## src/rtl/gpio_ctrl_pkg.sv

```systemverilog
package gpio_ctrl_pkg;

  localparam int GRP_CODE_W = 4;
  localparam int REG_W      = 32;

  // Register function codes (byte offset bits 7:4)
  localparam logic [GRP_CODE_W-1:0] GRP_DIR  = 4'h0;
  localparam logic [GRP_CODE_W-1:0] GRP_POL  = 4'h2;
  localparam logic [GRP_CODE_W-1:0] GRP_TYPE = 4'h3;
  localparam logic [GRP_CODE_W-1:0] GRP_EN   = 4'h4;
  localparam logic [GRP_CODE_W-1:0] GRP_STS  = 4'h5;
  localparam logic [GRP_CODE_W-1:0] GRP_OWN  = 4'h6;
  localparam logic [GRP_CODE_W-1:0] GRP_DIN  = 4'h7;
  localparam logic [GRP_CODE_W-1:0] GRP_DOUT = 4'h8;

  function automatic logic grp_is_mapped(input logic [GRP_CODE_W-1:0] g);
    return (g == GRP_DIR) || ((g >= GRP_POL) && (g <= GRP_DOUT));
  endfunction

  // Per-bit event detection: typ=1 edge, typ=0 level; pol=1 high/rising.
  function automatic logic [REG_W-1:0] detect_events(
    input logic [REG_W-1:0] cur,
    input logic [REG_W-1:0] prev,
    input logic [REG_W-1:0] typ,
    input logic [REG_W-1:0] pol
  );
    logic [REG_W-1:0] rise, fall, lvl;
    rise = cur & ~prev;
    fall = ~cur & prev;
    lvl  = ~(cur ^ pol);
    return (typ & pol & rise) | (typ & ~pol & fall) | (~typ & lvl);
  endfunction

  // Sticky status: cleared bits drop, fresh events win.
  function automatic logic [REG_W-1:0] next_status(
    input logic [REG_W-1:0] old,
    input logic [REG_W-1:0] clr,
    input logic [REG_W-1:0] ev
  );
    return (old & ~clr) | ev;
  endfunction

endpackage

```

## src/rtl/gpio_sync.sv

```systemverilog
module gpio_sync #(
  parameter int W      = 30,
  parameter int STAGES = 2
) (
  input  logic         clk,
  input  logic         rst_n,
  input  logic [W-1:0] d,
  output logic [W-1:0] q
);

  logic [W-1:0] stage_q [STAGES];

  for (genvar s = 0; s < STAGES; s++) begin : g_stage
    if (s == 0) begin : g_first
      always_ff @(posedge clk or negedge rst_n) begin
        if (!rst_n) stage_q[s] <= '0;
        else        stage_q[s] <= d;
      end
    end else begin : g_next
      always_ff @(posedge clk or negedge rst_n) begin
        if (!rst_n) stage_q[s] <= '0;
        else        stage_q[s] <= stage_q[s-1];
      end
    end
  end

  assign q = stage_q[STAGES-1];

endmodule

```

## src/rtl/gpio_addr_dec.sv

```systemverilog
module gpio_addr_dec
  import gpio_ctrl_pkg::*;
#(
  parameter int ADDR_W       = 8,
  parameter int NUM_BANKS    = 3,
  parameter int WINDOW_BYTES = 144,
  parameter int GROUP_BYTES  = 16,
  parameter int REG_BYTES    = 4,
  localparam int SLOT_LSB    = $clog2(REG_BYTES),
  localparam int GRP_LSB     = $clog2(GROUP_BYTES),
  localparam int SLOT_W      = GRP_LSB - SLOT_LSB
) (
  input  logic [ADDR_W-1:0]     addr,
  output logic                  hit,
  output logic [GRP_CODE_W-1:0] grp,
  output logic [SLOT_W-1:0]     slot
);

  logic in_window, aligned, slot_ok;

  assign grp       = GRP_CODE_W'(addr[ADDR_W-1:GRP_LSB]);
  assign slot      = addr[GRP_LSB-1:SLOT_LSB];
  assign aligned   = (addr[SLOT_LSB-1:0] == '0);
  assign in_window = ({1'b0, addr} < (ADDR_W+1)'(WINDOW_BYTES));
  assign slot_ok   = ({1'b0, slot} < (SLOT_W+1)'(NUM_BANKS));
  assign hit       = in_window && aligned && slot_ok && grp_is_mapped(grp);

endmodule

```

## src/rtl/gpio_bank.sv

```systemverilog
module gpio_bank
  import gpio_ctrl_pkg::*;
#(
  parameter int PINS        = 30,
  parameter int DATA_W      = 32,
  parameter int SYNC_STAGES = 2
) (
  input  logic                  clk,
  input  logic                  rst_n,
  input  logic                  sel,
  input  logic                  we,
  input  logic [GRP_CODE_W-1:0] grp,
  input  logic [DATA_W-1:0]     wdata,
  output logic [DATA_W-1:0]     rdata,
  input  logic [PINS-1:0]       pin_in,
  output logic [PINS-1:0]       pin_out,
  output logic [PINS-1:0]       pin_oe,
  output logic [PINS-1:0]       pin_own,
  output logic                  irq
);

  localparam logic [DATA_W-1:0] PIN_MASK = {{(DATA_W-PINS){1'b0}}, {PINS{1'b1}}};

  logic [DATA_W-1:0] dir_q, pol_q, type_q, en_q, sts_q, own_q, dout_q;
  logic [PINS-1:0]   sync_pins, prev_q;
  logic [DATA_W-1:0] cur_w, prev_w, ev_vec, sts_clr, wmask;
  logic dir_wr, pol_wr, type_wr, en_wr, sts_wr, own_wr, dout_wr;

  // Write strobes per register function
  assign dir_wr  = sel && we && (grp == GRP_DIR);
  assign pol_wr  = sel && we && (grp == GRP_POL);
  assign type_wr = sel && we && (grp == GRP_TYPE);
  assign en_wr   = sel && we && (grp == GRP_EN);
  assign sts_wr  = sel && we && (grp == GRP_STS);
  assign own_wr  = sel && we && (grp == GRP_OWN);
  assign dout_wr = sel && we && (grp == GRP_DOUT);
  assign wmask   = wdata & PIN_MASK;

  // Input path: synchroniser then one history stage for edges
  gpio_sync #(.W(PINS), .STAGES(SYNC_STAGES)) u_sync (
    .clk   (clk),
    .rst_n (rst_n),
    .d     (pin_in),
    .q     (sync_pins)
  );

  always_ff @(posedge clk or negedge rst_n) begin
    if (!rst_n) prev_q <= '0;
    else        prev_q <= sync_pins;
  end

  assign cur_w   = {{(DATA_W-PINS){1'b0}}, sync_pins};
  assign prev_w  = {{(DATA_W-PINS){1'b0}}, prev_q};
  assign ev_vec  = detect_events(cur_w, prev_w, type_q, pol_q) & PIN_MASK;
  assign sts_clr = sts_wr ? (~wdata & PIN_MASK) : '0;

  // Configuration registers
  always_ff @(posedge clk or negedge rst_n) begin
    if (!rst_n) begin
      dir_q  <= PIN_MASK;
      pol_q  <= '0;
      type_q <= '0;
      en_q   <= '0;
      own_q  <= '0;
      dout_q <= '0;
    end else begin
      if (dir_wr)  dir_q  <= wmask;
      if (pol_wr)  pol_q  <= wmask;
      if (type_wr) type_q <= wmask;
      if (en_wr)   en_q   <= wmask;
      if (own_wr)  own_q  <= wmask;
      if (dout_wr) dout_q <= wmask;
    end
  end

  // Sticky status
  always_ff @(posedge clk or negedge rst_n) begin
    if (!rst_n) sts_q <= '0;
    else        sts_q <= next_status(sts_q, sts_clr, ev_vec) & PIN_MASK;
  end

  assign irq     = |(sts_q & en_q & dir_q);
  assign pin_out = dout_q[PINS-1:0];
  assign pin_oe  = ~dir_q[PINS-1:0];
  assign pin_own = own_q[PINS-1:0];

  always_comb begin
    rdata = '0;
    if (sel) begin
      case (grp)
        GRP_DIR:  rdata = dir_q;
        GRP_POL:  rdata = pol_q;
        GRP_TYPE: rdata = type_q;
        GRP_EN:   rdata = en_q;
        GRP_STS:  rdata = sts_q;
        GRP_OWN:  rdata = own_q;
        GRP_DIN:  rdata = cur_w;
        GRP_DOUT: rdata = dout_q;
        default:  rdata = '0;
      endcase
    end
  end

  // Any detected event is reflected in status one cycle later
  assert_event_sets_status_R7: assert property (@(posedge clk) disable iff (!rst_n)
    (ev_vec != '0) |=> ((sts_q & $past(ev_vec)) == $past(ev_vec)));

  // A zero written to status removes the bit unless an event coincided
  assert_clear_applies_R10: assert property (@(posedge clk) disable iff (!rst_n)
    sts_wr |=> ((sts_q & ~$past(wdata) & ~$past(ev_vec)) == '0));

  // Status bits only appear through detected events
  assert_status_only_from_event_R8: assert property (@(posedge clk) disable iff (!rst_n)
    1'b1 |=> ((sts_q & ~$past(sts_q) & ~$past(ev_vec)) == '0));

  // Edge-mode pins with a steady input produce no event, whatever the sense
  assert_no_edge_without_change_R9: assert property (@(posedge clk) disable iff (!rst_n)
    ((type_q & (cur_w ^ prev_w)) == '0) |-> ((ev_vec & type_q) == '0));

  // Output enables only move on a direction write
  assert_oe_follows_dir_write_R5: assert property (@(posedge clk) disable iff (!rst_n)
    !dir_wr |=> $stable(pin_oe));

endmodule

```

## src/rtl/gpio_bank_ctrl.sv

```systemverilog
module gpio_bank_ctrl
  import gpio_ctrl_pkg::*;
#(
  parameter int NUM_BANKS    = 3,
  parameter int PINS         = 30,
  parameter int DATA_W       = 32,
  parameter int ADDR_W       = 8,
  parameter int WINDOW_BYTES = 144,
  parameter int GROUP_BYTES  = 16,
  parameter int SYNC_STAGES  = 2,
  localparam int TOTAL_PINS  = NUM_BANKS * PINS
) (
  input  logic                  clk,
  input  logic                  rst_n,
  input  logic [ADDR_W-1:0]     bus_addr,
  input  logic                  bus_we,
  input  logic [DATA_W-1:0]     bus_wdata,
  output logic [DATA_W-1:0]     bus_rdata,
  input  logic [TOTAL_PINS-1:0] pin_in,
  output logic [TOTAL_PINS-1:0] pin_out,
  output logic [TOTAL_PINS-1:0] pin_oe,
  output logic [TOTAL_PINS-1:0] pin_gpio_sel,
  output logic [NUM_BANKS-1:0]  bank_irq
);

  localparam int REG_BYTES = DATA_W / 8;
  localparam int SLOT_W    = $clog2(GROUP_BYTES) - $clog2(REG_BYTES);

  logic                  dec_hit;
  logic [GRP_CODE_W-1:0] dec_grp;
  logic [SLOT_W-1:0]     dec_slot;
  logic [DATA_W-1:0]     bank_rdata [NUM_BANKS];

  gpio_addr_dec #(
    .ADDR_W       (ADDR_W),
    .NUM_BANKS    (NUM_BANKS),
    .WINDOW_BYTES (WINDOW_BYTES),
    .GROUP_BYTES  (GROUP_BYTES),
    .REG_BYTES    (REG_BYTES)
  ) u_dec (
    .addr (bus_addr),
    .hit  (dec_hit),
    .grp  (dec_grp),
    .slot (dec_slot)
  );

  for (genvar b = 0; b < NUM_BANKS; b++) begin : g_bank
    logic bank_sel;
    assign bank_sel = dec_hit && (dec_slot == SLOT_W'(b));

    gpio_bank #(
      .PINS        (PINS),
      .DATA_W      (DATA_W),
      .SYNC_STAGES (SYNC_STAGES)
    ) u_bank (
      .clk     (clk),
      .rst_n   (rst_n),
      .sel     (bank_sel),
      .we      (bus_we),
      .grp     (dec_grp),
      .wdata   (bus_wdata),
      .rdata   (bank_rdata[b]),
      .pin_in  (pin_in[b*PINS +: PINS]),
      .pin_out (pin_out[b*PINS +: PINS]),
      .pin_oe  (pin_oe[b*PINS +: PINS]),
      .pin_own (pin_gpio_sel[b*PINS +: PINS]),
      .irq     (bank_irq[b])
    );
  end

  always_comb begin
    bus_rdata = '0;
    for (int b = 0; b < NUM_BANKS; b++) bus_rdata = bus_rdata | bank_rdata[b];
  end

  // Decoder miss must leave the read mux quiet
  always_comb begin
    if (!dec_hit) begin
      assert_unmapped_reads_zero_R2: assert (bus_rdata == '0);
    end
  end

endmodule

```

## config.mk

```make
export PLATFORM = sky130hd
export DESIGN_NAME = gpio_bank_ctrl
export DESIGN_NICKNAME = d
export VERILOG_FILES = /design/src/rtl/gpio_ctrl_pkg.sv /design/src/rtl/gpio_sync.sv /design/src/rtl/gpio_addr_dec.sv /design/src/rtl/gpio_bank.sv /design/src/rtl/gpio_bank_ctrl.sv
export SDC_FILE = /design/constraint.sdc
export NUM_CORES = 1
export LEC_CHECK = 0
export CORE_MARGIN = 4
export CORE_UTILIZATION = 44
export CTS_CLUSTER_DIAMETER = 200
export DETAILED_ROUTE_END_ITERATION = 7
export PLACE_DENSITY_LB_ADDON = 0.3
export SYNTH_ARGS = -nofsm -noshare
export SYNTH_HDL_FRONTEND = slang
export SYNTH_HIERARCHICAL = 1
export SYNTH_SLANG_ARGS = --single-unit
```

## constraint.sdc

```tcl
create_clock -name clk -period 2.8 [get_ports clk]
set_input_delay 0.42 -clock clk [delete_from_list [all_inputs] [get_ports clk]]
set_output_delay 0.42 -clock clk [all_outputs]
set_load 0.02 [all_outputs]
```

Word level (Yosys, flattened, before mapping)
Cells that the tools add are included.
- bits in registers: 900
- input port bits: 133
- logic and storage cells: 156
- order comparisons: 4
- eq/ne operators: 9
- muxes and demuxes: 9
- bitwise gates (word level): 66
- reductions and logical operators: 38
- operators by type and width (cell ; count):
    30-bit bitwise AND ; 27
    30-bit case mux with 8 select lines ; 3
    30-bit NOT ; 22
    30-bit OR ; 9
    30-bit 2-to-1 mux ; 6
    32-bit by 30-bit bitwise AND with 32-bit output ; 3
    32-bit OR reduction ; 3
    30-bit bitwise XOR ; 3
    32-bit OR ; 2
    1-bit logical AND ; 31
    4-bit by 3-bit equality test with 1-bit output, second input constant ; 4
    4-bit by 2-bit equality test with 1-bit output, second input constant ; 2
    8-bit < comparator, second input constant ; 1
    4-bit equality test, second input constant ; 1
    4-bit by 2-bit >= comparator with 1-bit output, second input constant ; 1
    4-bit less-or-equal comparator, second input constant ; 1
    2-bit logical NOT ; 2
    4-bit logical NOT ; 1
    2-bit by 1-bit equality test with 1-bit output, second input constant ; 1
    2-bit equality test, second input constant ; 1
    2-bit < comparator, second input constant ; 1
    1-bit logical OR ; 1

Longest topological paths before layout
- depth after elaboration: 11
- mapped depth: 8
- gate-level depth less buffers: 6

By module
The synthesis kept the hierarchy.
- by module, submodules not included (module ; instances ; cells each ; area each (µm²) ; sequential area each (µm²)):
    gpio_bank (g_bank[1].u_bank ...) ; 2 ; 893 ; 10722.8 ; 6043.3
    gpio_bank (g_bank[0].u_bank) ; 1 ; 893 ; 10729.0 ; 6043.3
    gpio_sync ; 3 ; 90 ; 1726.7 ; 1501.4
    gpio_bank_ctrl ; 1 ; 35 ; 225.2 ; 0.0
    gpio_addr_dec ; 1 ; 10 ; 76.3 ; 0.0

Worst setup path after synthesis
Ideal clock, no wire load.
- kind: input-to-output
- start point: input bus_addr[3]
- end point: output bus_rdata[0]
- data arrival time: 1.981 ns
- data required time: 2.380 ns
- slack: 0.399 ns
- cell stages on the path: 7
- buffers on the path: 1
- cells stage by stage: a211oi_2 > o311a_1 > nor3b_1 > nand3_1 > clkbuf_1 > a41oi_1 > or3_1
- RTL lines (item ; line ; RTL):
    start: declaration ; gpio_bank_ctrl.sv:15 ; input logic [ADDR_W-1:0] bus_addr,
    end: declaration ; gpio_bank_ctrl.sv:18 ; output logic [DATA_W-1:0] bus_rdata,

Worst setup path after layout
- start point: register g_bank[2].u_bank.en_q[0]
- end point: output bank_irq[2]
- longest elaborated chain between the ends: 3
- RTL lines (item ; line ; RTL):
    start: declaration ; gpio_bank.sv:24 ; logic [DATA_W-1:0] dir_q, pol_q, type_q, en_q, sts_q, own_q, dout_q;
    start signal: assignment ; gpio_bank.sv:70 ; if (en_wr) en_q <= wmask;
    30-bit bitwise AND ; gpio_bank.sv:82 ; assign irq = |(sts_q & en_q & dir_q);
    32-bit by 30-bit bitwise AND with 32-bit output ; gpio_bank.sv:82 ;
    32-bit OR reduction ; gpio_bank.sv:82 ;
    end: declaration ; gpio_bank_ctrl.sv:23 ; output logic [NUM_BANKS-1:0] bank_irq
Every way passes these cells.

==> results by group <==
Timing
  • Fmax: 347 MHz
  • Final Hold Viols: 0
  • # setup viols final: 5
  • Fin crit share: 1.03
  • Worst slew margin: 0.307
  • Final clock skew: 20.9 ps
  • Fin Hold WS: about 180 ps
  • Slew @ Worst Pin: 1040 ps
  • Final count of pins violating max slew: 0
  • Fin crit period: 2880 ps
  • Final worst slack: -78.0 ps
  • RSZ-0062 raised after global routing: yes

Setup path
  • Worst path required time: 2380 ps
  • R2r endpoint: g_bank[0].u_bank/sts_q[28]
  • Slowest CP cell: or4_4
  • Cell count along the critical path: 5
  • Worst reg2reg startpoint: g_bank[0].u_bank/type_q[28]
  • Crit Path Category: reg -> out
  • R2R cell count: 2
  • Crit start category: flop
  • Max incr delay on CP: 600 ps
  • Critical Path Sink Type: output port
  • R2R setup slack: 1710 ps
  • Critical path origin: g_bank[2].u_bank/en_q[0]
  • Worst-path maximum fanout: 3
  • Critical path cell sequence: nand3_2 > and4_1 > nand4_1 > or4_4 > buf_6
  • Crit path DAT: approximately 2500 ps
  • Crit-path leading delay family: simple AND/OR/NAND/NOR gates
  • Critical path capture point: bank_irq[2]
  • CP Buf/Inv Count: 1

Cells and area
  • Finished Cell Area: 50500 µm²
  • Sequential Area: 22600 µm²
  • Multi-input logic area: approximately 14000 µm²
  • Final Core Density: 0.594
  • Nets: 3714
  • Area Overhead vs Synth: 34.1%
  • Fraction of layout cells with a size suffix above 1: 0.333
  • Fillers: about 6.7k

Status
  • Failing checks: negative setup slack
  • Outcome: finished with violations

Logic synthesis
  • Synth top area share: 0.538
  • YS warnings: 6
  • Synth area leaders: dfrtp_1, mux2_2, a22oi_1
  • Synthesized area per cell: 12.6 µm²
  • Post-synth top area cell: dfrtp_1
  • Post-synth cell types: 35
  • Seq cells post-synth: 900
  • Cell Area, Synth: 37700 µm²
  • Cells after Synth: 2994
  • Sequential share of the synthesized area: 0.601

Pwr
  • Power density over cell area: 600 nW/µm²
  • Clock power frac: 0.468
  • Seq pwr share: 0.458
  • Pint: about 23 mW
  • Leak pwr: 21.3 nW
  • Combinational fraction of design power: 0.073
  • Worst VDD drop: 0.537 mV
  • Psw: 7.21 mW
  • Net switching fraction of the power: 0.238

CTS
  • CTS H-Tree Depth: 3
  • CTS tree: yes
  • Clock Root Buffer: clkbuf_16
  • CTS Sinks: 900
  • TritonCTS buffer count: 95
  • Clk slew on worst S/H paths: 60 ps
  • CTS Buffer Depth: 3
  • Clk Latency, worst-skew pair: ~660 ps

Place
  • RePlAce Congestion: 0.949
  • IO buf count: 433
  • Placed instance area: 45500 µm²
  • Final HPWL DP: about 96 mm

Floorplan
  • Core area: 85000 µm²
  • Initial Util: 0.443
  • I/O pins: 438
  • Core Rows: 107
  • Die W: 301 µm
  • Die Height: 301 µm
  • Die area: 90300 µm²

Global routing
  • Total track usage: 0.300
  • Global-route wire length before repair: 201 mm
  • Vias in the first global route: about 29k
  • Largest net degree at the start of global routing: 93
  • Grt total ovfl: 0
  • Antenna violations before repair: 2

Route
  • Antenna-violating nets left: 0
  • Drt initial violations: 3219
  • Final wirelength: 139 mm
  • DR WL/cell: 28.9 µm
  • DRC viols: 0
  • Via count: approximately 29k
  • DR vias/cell: 6.12
  • DRT Pass-1 Iters: 6

Run
  • Max Cap Viol: 0

Worst hold path
  • Worst Hold Class: in -> reg
==> registers in the layout (all words and copies together) (netlist names) <==
register                      cells
g_bank.u_bank/en_q               90
g_bank.u_bank/type_q             90
g_bank.u_bank/u_sync/stage_q     90
g_bank.u_bank/u_sync/q           90
g_bank.u_bank/sts_q              90
g_bank.u_bank/own_q              90
g_bank.u_bank/dir_q              90
g_bank.u_bank/prev_q             90
g_bank.u_bank/dout_q             90
g_bank.u_bank/pol_q              90
==> layer usage <==
layer | up-vias | global-route usage | part of all wire
li1 | 12318 | - | -
met1 | 15243 | 0.408 | 0.40
met2 | 1557 | 0.452 | 0.45
met3 | 322 | 0.0747 | 0.094
met4 | 2 | 0.143 | 0.054
met5 | - | 0 | 0.000072
==> layout by cell type (no fill, tap or decap), drive strengths merged, types with 33 or more instances in the layout <==
cell type | synthesis | layout
a31oi | 33 | 33
buf | 156 | 350
and3 | 51 | 51
dfstp | 90 | 90
dfrtp | 810 | 810
mux2 | 450 | 450
clkdlybuf4s50 | 0 | 391
nand3 | 120 | 120
inv | 91 | 96
o311ai | 90 | 90
nand2 | 186 | 186
a41oi | 90 | 90
a22oi | 360 | 360
nor2b | 90 | 90
clkbuf | 102 | 132
o21ai | 184 | 184
==> cell usage after synthesis <==
library cell,count
clkbuf_1,102
nor3_1,9
o311ai_1,6
nor4_1,2
inv_1,91
buf_2,54
a211oi_2,1
nor4_2,1
o21ai_1,3
and4_1,3
a41oi_1,90
or4_1,3
buf_4,102
o311a_1,1
mux2_2,428
nand2_1,186
dfstp_2,90
mux2_1,22
nand4_1,12
nand2b_1,6
nor2_1,9
nor4b_2,3
nor2b_1,90
a22oi_1,360
and4bb_1,3
and3b_1,2
and3_1,51
o21ai_0,181
or3_1,32
a31oi_1,33
o311ai_0,84
conb_1,3
dfrtp_1,810
nand3_1,120
nor3b_1,1
==> logic make-up (layout without fill, tap and decap cells) <==
family / after synthesis / count (layout) / share of synthesized area
AOI/OAI and AO/OA: 759 / 759 / 0.144
buffers and inverters: 349 / 1015 / 0.0468
and+or+nand+nor: 533 / 533 / 0.0731
muxes: 450 / 450 / 0.135
other: 3 / 8 / 0.000299
DFF: 900 / 900 / 0.601
==> per-stage QoR <==
step | instances | power [mW] | TNS (ps) | worst slack [ps]
2_1_floorplan | 2997 | 14.7 | 0 | 399
3_3_place_gp | 4602 | 16.1 | -82730 | -1070
3_5_place_dp | 4602 | 16.1 | -84310 | -1050
4_1_cts | 4794 | 30.4 | -181 | -77.1
5_1_grt | 4807 | 31.2 | -721 | -126
6_report | 4809 | 30.3 | -248 | -78.0
==> power by group through the flow <==
stage / clock, mW / combinational, mW / sequential [mW]
4_1_cts: 14.4 / 2.17 / 13.9
3_5_place_dp: 0 / 2.06 / 14.1
3_3_place_gp: 0 / 2.04 / 14.1
5_1_grt: 14.9 / 2.33 / 13.9
6_report: 14.2 / 2.22 / 13.9
2_1_floorplan: 0 / 0.710 / 14.0
==> how the worst min path moves through the flow <==
| stage | start | depth (start not counted) | end |
|---|---|---|---|
| final | pin_in[49] | 1 | g_bank[1].u_bank/u_sync/stage_q[49] |
| after global routing | pin_in[47] | 1 | g_bank[1].u_bank/u_sync/stage_q[47] |
| after CTS | pin_in[39] | 1 | g_bank[1].u_bank/u_sync/stage_q[39] |
| after detailed placement | g_bank[0].u_bank/u_sync/stage_q[53] | 0 | g_bank[0].u_bank/u_sync/q[23] |
| after global placement | g_bank[0].u_bank/u_sync/stage_q[53] | 0 | g_bank[0].u_bank/u_sync/q[23] |
| after floorplan | rst_n | 0 | g_bank[0].u_bank/dout_q[0] |
==> layout make-up <==
| cell class | instances | area share |
|---|---|---|
| antenna | 2 | 0.0000991 |
| clock buffer | 131 | 0.0527 |
| clock inverter | 48 | 0.0176 |
| inverter | 91 | 0.00676 |
| multi-input combinational | 1748 | 0.286 |
| sequential | 900 | 0.448 |
| tap | 1144 | 0.0283 |
| timing repair buffer | 745 | 0.160 |
==> timing repair <==
item                                    4_1_cts  5_1_grt
setup buffers                                15       15
endpoints found under the hold margin        34        0
pin swaps                                    35       34
hold buffers                                  1        0
endpoints found under the setup margin       33       31
gates resized for setup                     331       68
cloned                                        6        0
Power figures use the tool's default switching activity.
